<file path="config.mk">
export PLATFORM = sky130hd
export DESIGN_NAME = pwm_sweep_timer
export DESIGN_NICKNAME = d
export VERILOG_FILES = /design/src/rtl/pwm_sweep_pkg.sv /design/src/rtl/pwm_sweep_div.sv /design/src/rtl/pwm_sweep_dp.sv /design/src/rtl/pwm_sweep_ctrl.sv /design/src/rtl/pwm_sweep_timer.sv
export SDC_FILE = /design/constraint.sdc
export NUM_CORES = 1
export LEC_CHECK = 0
export BUFFER_PORTS_ARGS = -buffer_cell sky130_fd_sc_hd__buf_2
export CAP_MARGIN = 30
export CORE_ASPECT_RATIO = 1.4
export CORE_MARGIN = 4
export CORE_UTILIZATION = 35
export CTS_BUF_LIST = sky130_fd_sc_hd__clkbuf_8
export DETAILED_ROUTE_END_ITERATION = 7
export GPL_TIMING_DRIVEN = 1
export HOLD_SLACK_MARGIN = 0.1
export PLACE_DENSITY_LB_ADDON = 0.3
export SLEW_MARGIN = 30
export SYNTH_ARGS = -nofsm -noshare
export SYNTH_HDL_FRONTEND = slang
export SYNTH_HIERARCHICAL = 1
export SYNTH_SLANG_ARGS = --single-unit
</file>
<file path="constraint.sdc">
create_clock -name clk -period 6.51 [get_ports clk]
set_input_delay 0.651 -clock clk [delete_from_list [all_inputs] [get_ports clk]]
set_output_delay 0.651 -clock clk [all_outputs]
set_load 0.02 [all_outputs]
</file>
<file path="src/rtl/pwm_sweep_pkg.sv">
package pwm_sweep_pkg;

  typedef enum logic [1:0] {
    MODE_EDGE     = 2'b00,
    MODE_CTR_DOWN = 2'b01,
    MODE_CTR_UP   = 2'b10,
    MODE_CTR_BOTH = 2'b11
  } cntMode_e;

  // Strobes from control to datapath
  typedef struct packed {
    logic reinit;      // restart count and direction
    logic loadActive;  // copy shadow reload/compare into active
    logic stepEn;      // take one counting step
  } dpCtrl_t;

endpackage

</file>
<file path="src/rtl/pwm_sweep_div.sv">
module pwm_sweep_div #(
  parameter int PHASE_W = 2
) (
  input  logic       clk,
  input  logic       rstN,
  input  logic [1:0] clkDivSel,
  output logic       sampleEn
);
  logic [PHASE_W-1:0] phase;

  always_ff @(posedge clk or negedge rstN) begin
    if (!rstN) phase <= '0;
    else       phase <= phase + PHASE_W'(1);
  end

  always_comb begin
    unique case (clkDivSel)
      2'b01:   sampleEn = phase[0];
      2'b10:   sampleEn = &phase[1:0];
      default: sampleEn = 1'b1;  // 00 and reserved 11
    endcase
  end
endmodule

</file>
<file path="src/rtl/pwm_sweep_dp.sv">
module pwm_sweep_dp
  import pwm_sweep_pkg::*;
#(
  parameter int               CNT_W      = 16,
  parameter logic [CNT_W-1:0] RELOAD_RST = '1
) (
  input  logic             clk,
  input  logic             rstN,
  input  cntMode_e         mode,
  input  logic             downDir,
  input  logic [CNT_W-1:0] reloadIn,
  input  logic [CNT_W-1:0] compareIn,
  input  dpCtrl_t          ctrl,
  output logic             atTurn,
  output logic [CNT_W-1:0] count,
  output logic             countingDown,
  output logic             cmpFlag
);
  localparam logic [CNT_W-1:0] ONE = CNT_W'(1);

  logic [CNT_W-1:0] cnt, actReload, actCompare, nextCnt, reloadEff, reinitCnt;
  logic             dirDown, nextDir, stepIsDown, dirGate, cmpHit;
  logic             isEdge;

  assign isEdge = (mode == MODE_EDGE);

  always_comb begin
    nextCnt    = cnt;
    nextDir    = dirDown;
    atTurn     = 1'b0;
    stepIsDown = isEdge ? downDir : dirDown;
    if (isEdge) begin
      nextDir = 1'b0;
      if (!downDir) begin
        if (cnt >= actReload) begin
          nextCnt = '0;
          atTurn  = 1'b1;
        end else nextCnt = cnt + ONE;
      end else begin
        if (cnt == '0) begin
          nextCnt = actReload;
          atTurn  = 1'b1;
        end else nextCnt = cnt - ONE;
      end
    end else if (!dirDown) begin
      if (cnt >= actReload) begin
        atTurn     = 1'b1;
        nextDir    = 1'b1;
        stepIsDown = 1'b1;
        nextCnt    = (actReload == '0) ? '0 : actReload - ONE;
      end else nextCnt = cnt + ONE;
    end else begin
      if (cnt == '0) begin
        atTurn     = 1'b1;
        nextDir    = 1'b0;
        stepIsDown = 1'b0;
        nextCnt    = (actReload == '0) ? '0 : ONE;
      end else nextCnt = cnt - ONE;
    end
  end

  always_comb begin
    unique case (mode)
      MODE_CTR_DOWN: dirGate = stepIsDown;
      MODE_CTR_UP:   dirGate = !stepIsDown;
      default:       dirGate = 1'b1;
    endcase
    cmpHit    = dirGate && (nextCnt == actCompare);
    reloadEff = ctrl.loadActive ? reloadIn : actReload;
    reinitCnt = (isEdge && downDir) ? reloadEff : '0;
  end

  always_ff @(posedge clk or negedge rstN) begin
    if (!rstN) begin
      cnt     <= '0;
      dirDown <= 1'b0;
      cmpFlag <= 1'b0;
    end else if (ctrl.reinit) begin
      cnt     <= reinitCnt;
      dirDown <= 1'b0;
      cmpFlag <= 1'b0;
    end else if (ctrl.stepEn) begin
      cnt     <= nextCnt;
      dirDown <= nextDir;
      cmpFlag <= cmpHit;
    end else begin
      cmpFlag <= 1'b0;
    end
  end

  always_ff @(posedge clk or negedge rstN) begin
    if (!rstN) begin
      actReload  <= RELOAD_RST;
      actCompare <= '0;
    end else if (ctrl.loadActive) begin
      actReload  <= reloadIn;
      actCompare <= compareIn;
    end
  end

  assign count        = cnt;
  assign countingDown = isEdge ? downDir : dirDown;
endmodule

</file>
<file path="src/rtl/pwm_sweep_ctrl.sv">
module pwm_sweep_ctrl
  import pwm_sweep_pkg::*;
(
  input  logic    clk,
  input  logic    rstN,
  input  logic    tickEn,
  input  logic    updEvtOff,
  input  logic    updIrqRestrict,
  input  logic    swUpdate,
  input  logic    slaveRestart,
  input  logic    atTurn,
  output dpCtrl_t ctrl,
  output logic    updEvent,
  output logic    updIrq,
  output logic    prescClr
);
  logic reinit, wrapNow, evtFire, irqFire;

  always_comb begin
    reinit          = swUpdate || slaveRestart;
    ctrl.reinit     = reinit;
    ctrl.stepEn     = tickEn && !reinit;
    wrapNow         = ctrl.stepEn && atTurn;
    evtFire         = !updEvtOff && (wrapNow || reinit);
    irqFire         = evtFire && (wrapNow || !updIrqRestrict);
    ctrl.loadActive = evtFire;
  end

  always_ff @(posedge clk or negedge rstN) begin
    if (!rstN) begin
      updEvent <= 1'b0;
      updIrq   <= 1'b0;
      prescClr <= 1'b0;
    end else begin
      updEvent <= evtFire;
      updIrq   <= irqFire;
      prescClr <= reinit;
    end
  end
endmodule

</file>
<file path="src/rtl/pwm_sweep_timer.sv">
module pwm_sweep_timer
  import pwm_sweep_pkg::*;
#(
  parameter int CNT_W   = 16,
  parameter int PHASE_W = 2
) (
  input  logic             clk,
  input  logic             rstN,
  input  logic             tickEn,
  input  logic [1:0]       cntMode,
  input  logic             downDir,
  input  logic [1:0]       clkDivSel,
  input  logic             updEvtOff,
  input  logic             updIrqRestrict,
  input  logic             swUpdate,
  input  logic             slaveRestart,
  input  logic [CNT_W-1:0] reloadIn,
  input  logic [CNT_W-1:0] compareIn,
  output logic [CNT_W-1:0] count,
  output logic             countingDown,
  output logic             cmpFlag,
  output logic             updEvent,
  output logic             updIrq,
  output logic             prescClr,
  output logic             sampleEn
);
  dpCtrl_t dpCtrl;
  logic    atTurn;

  pwm_sweep_ctrl uCtrl (
    .clk(clk), .rstN(rstN), .tickEn(tickEn), .updEvtOff(updEvtOff),
    .updIrqRestrict(updIrqRestrict), .swUpdate(swUpdate),
    .slaveRestart(slaveRestart), .atTurn(atTurn), .ctrl(dpCtrl),
    .updEvent(updEvent), .updIrq(updIrq), .prescClr(prescClr)
  );

  pwm_sweep_dp #(.CNT_W(CNT_W)) uDp (
    .clk(clk), .rstN(rstN), .mode(cntMode_e'(cntMode)), .downDir(downDir),
    .reloadIn(reloadIn), .compareIn(compareIn), .ctrl(dpCtrl),
    .atTurn(atTurn), .count(count), .countingDown(countingDown),
    .cmpFlag(cmpFlag)
  );

  pwm_sweep_div #(.PHASE_W(PHASE_W)) uDiv (
    .clk(clk), .rstN(rstN), .clkDivSel(clkDivSel), .sampleEn(sampleEn)
  );
endmodule

</file>
==> flow_summary.ini <==
[layout]
drive_gt1_share_pct = 19.39
regArea_um2 = 1396
final_util_pct = 40.10
fin_nets = 725
multi_input_area_um2 = 3281
nFillCells = 1465
finalNonFillerCells = 840
syn2layout_area_growth_pct = 11.81
num_antenna_cells = 0

[synthesis]
synthFlopType = dfrtp_1
syn_inst = 620
synth_edf_count = 0
ys_warn_count = 6
synth.most_common_cell = nand2_1
synth.distinct_cells = 76
synth.top_cells.by_area = dfrtp_1 19%, dfstp_2 8.4%, ha_1 6.7%, o21ai_0 5.4%, xnor2_1 5.2%
synth_area_um2 = 5012
synth_top_area_share_pct = 19.47
async_reset_ff_share_pct = 100.0
ys_seq_area_share_pct = 27.86
synth_top_area_cell = dfrtp_1
syn-num-nets = 691
synth.cells.most_frequent = 56 x nand2_1, 54 x o21ai_0, 41 x nor2_1, 39 x dfrtp_1, 38 x clkbuf_1
avgSynthCellArea_um2 = 8.084
ys_ff_latch = 55

[clock_network]
cts_sinks = 55
tritoncts = built
hold_buffers = 0
post_cts_resized = 0
clockBufferDepth = 2
clk_latency_ns = 0.33
cts-root-buf = clkbuf_8
post_cts_buffers = 0
cts_buffers = 5
cts.htree.levels = 2
clk_pin_slew_ns = 0.11

[sta]
min_period_ns = 4.711
clock-skew-final_ns = 0.01404
finalMaxSlewViolations = 0
setup_viol_count_final = 0
max_freq_ghz = 0.2123
worstMarginPinSlew_ns = 1.002
finalWorstSetupSlack_ns = 1.799
grt_setup_unrepaired = no
hold_viol = 0
fin_tns_setup_ns = 0
slew_headroom_pct = 33.23
period_share_pct = 72.37

[worst_setup_path]
r2r_start = uDp/actReload[11]
crit_path_start = uDp/actReload[11]
start_kind = flop
reg2reg_slack_ns = 1.80
endpoint = uDp/count[15]
cp_max_fo = 31
rr_worst_depth = 14
timing.rr.end = uDp/count[15]
cp.required_ns = 6.76
cp-end-kind = flop
crit_type = flop to flop
cp_data_arrival_time_ns = 4.96

[detailed_routing]
routedWlPerCell_um = 23.92
drt_pre_antenna_iters = 5
drt_iter0_drc = 518
vias = 5158
routed_via_density = 6.140
wirelength_mm = 20.09
drc = 0
antenna_left = 0

[floorplanning]
die_w_um = 109.1
row_count = 51
core_um2 = 13970
die_height_um = 149.6
dieArea_um2 = 16330
start_util_pct = 35.87
io_pins = 66

[place]
pre_cts_ws_ns = 1.597
dp_hpwl_mm = 15.21
place_congestion = 0.9864
dp_cells = 832
io_buffers = 65

[global_routing]
grt_pass1_vias = 5266
grt_max_degree = 56
antenna_found_initial = 0
grt_overflow_total = 0
grt_pass1_wl_mm = 30.36
grt_use_total_pct = 24.72

[min_path]
hold_class = primary input to asynchronous set/reset pin

[run]
maxCapViolations = 0

[power]
ir_drop_uv = 87.71
powerDensity_nw_per_um2 = 210.3
leakage_nw = 2.342

[run_status]
status = completed
## worst max-delay path, stage by stage (launching register included)
cell and delay, ns:
dfstp_2 0.60, inv_1 0.13, ha_1 0.31, a21oi_1 0.22, nor2_1 0.08, nor4_1 0.76, nand3_2 0.66, nand2_1 0.21
o21ai_0 0.12, a211oi_1 0.54, nor2_4 0.25, buf_16 0.24, o21ai_0 0.30, nand3_1 0.11, o21ai_0 0.09
## cell type report
type / count / share of cell area, %
multi-input cells: 480 / 58.54
flip-flops and latches: 55 / 24.92
repair buffers: 76 / 7.636
well taps: 185 / 4.130
inverters: 36 / 2.411
clock buffers: 5 / 1.228
clock inverters: 3 / 1.139
## state kept, by name (all words and copies together), names as in the netlist
register and count:
uDp/cmpFlag 1, uDiv/phase 2, uCtrl/updEvent 1, uCtrl/updIrq 1, uDp/actCompare 16, uDp/actReload 16
uDp/count 16, uCtrl/prescClr 1, uDp/dirDown 1
## per-layer routing
| layer | wire length (µm) | part of all wire, % | GRT usage [%] | vias to the layer above |
|---|---|---|---|---|
| met5 | 0 | 0 | 0 | - |
| met4 | 1003 | 5.0 | 12.82 | 0 |
| met3 | 1459 | 7.3 | 3.712 | 57 |
| met2 | 9821 | 49 | 41.61 | 275 |
| met1 | 7807 | 39 | 30.16 | 2484 |
| li1 | - | - | - | 2342 |
## worst min path at each step
stage,from,end,slack [ns]
detailed placement,uDiv/phase[0],uDiv/phase[0],0.45
floorplan,rstN,uCtrl/prescClr,0.36
CTS,uDiv/phase[0],uDiv/phase[0],0.46
global placement,uDiv/phase[0],uDiv/phase[0],0.43
global route,uDiv/phase[0],uDiv/phase[0],0.48
finish,rstN,uDp/count[11],0.45
## logic make-up (layout without fill, tap and decap cells)
group	Yosys count	count (layout)	share of synthesized area [%]
compound gates	171	171	23.71
mux	16	16	3.470
fa+ha+maj	27	27	6.740
xor+xnor	45	45	7.863
flops	55	55	27.86
simple gates	221	221	23.42
buf+inv	85	120	6.940
## cell usage in the layout (no fill, tap or decap), drive strengths merged, types with 4 or more instances in the layout
| cell | instances |
|---|---|
| o311a | 4 |
| a21oi | 22 |
| a211oi | 8 |
| nand4 | 13 |
| nor3 | 16 |
| a31oi | 9 |
| dfrtp | 39 |
| nor4 | 13 |
| xnor2 | 30 |
| o22ai | 4 |
| o31ai | 10 |
| mux2 | 11 |
| o21a | 6 |
| and3 | 6 |
| o211ai | 7 |
| or4 | 6 |
| mux2i | 5 |
| nand2 | 57 |
| nor2 | 41 |
| or3 | 7 |
| nor4b | 4 |
| nor2b | 5 |
| or2 | 4 |
| o311ai | 7 |
| nand3 | 34 |
| xor2 | 15 |
| inv | 37 |
| o41ai | 5 |
| o221ai | 8 |
| o21ai | 55 |
| buf | 76 |
| clkbuf | 5 |
| ha | 27 |
| dfstp | 16 |
## stage by stage
| step | total power (W) | area (µm²) | hold slack (ns) |
|---|---|---|---|
| floorplan | 0.0007368 | 5012 | 0.3554 |
| global placement | 0.0008873 | 5439 | 0.4345 |
| detailed placement | 0.0008942 | 5466 | 0.4497 |
| CTS | 0.001176 | 5599 | 0.4649 |
| global route | 0.001234 | 5604 | 0.4829 |
| finish | 0.001179 | 5604 | 0.4536 |
## power breakdown
part           total, W  leakage (nW)  internal [W]  switching (W)
combinational  0.000467          1.61      0.000166       0.000301
sequential     0.000434         0.665      0.000384      0.0000493
clock          0.000278        0.0695      0.000153       0.000125
total           0.00118          2.34      0.000703       0.000476
Power figures use the tool's default switching activity.
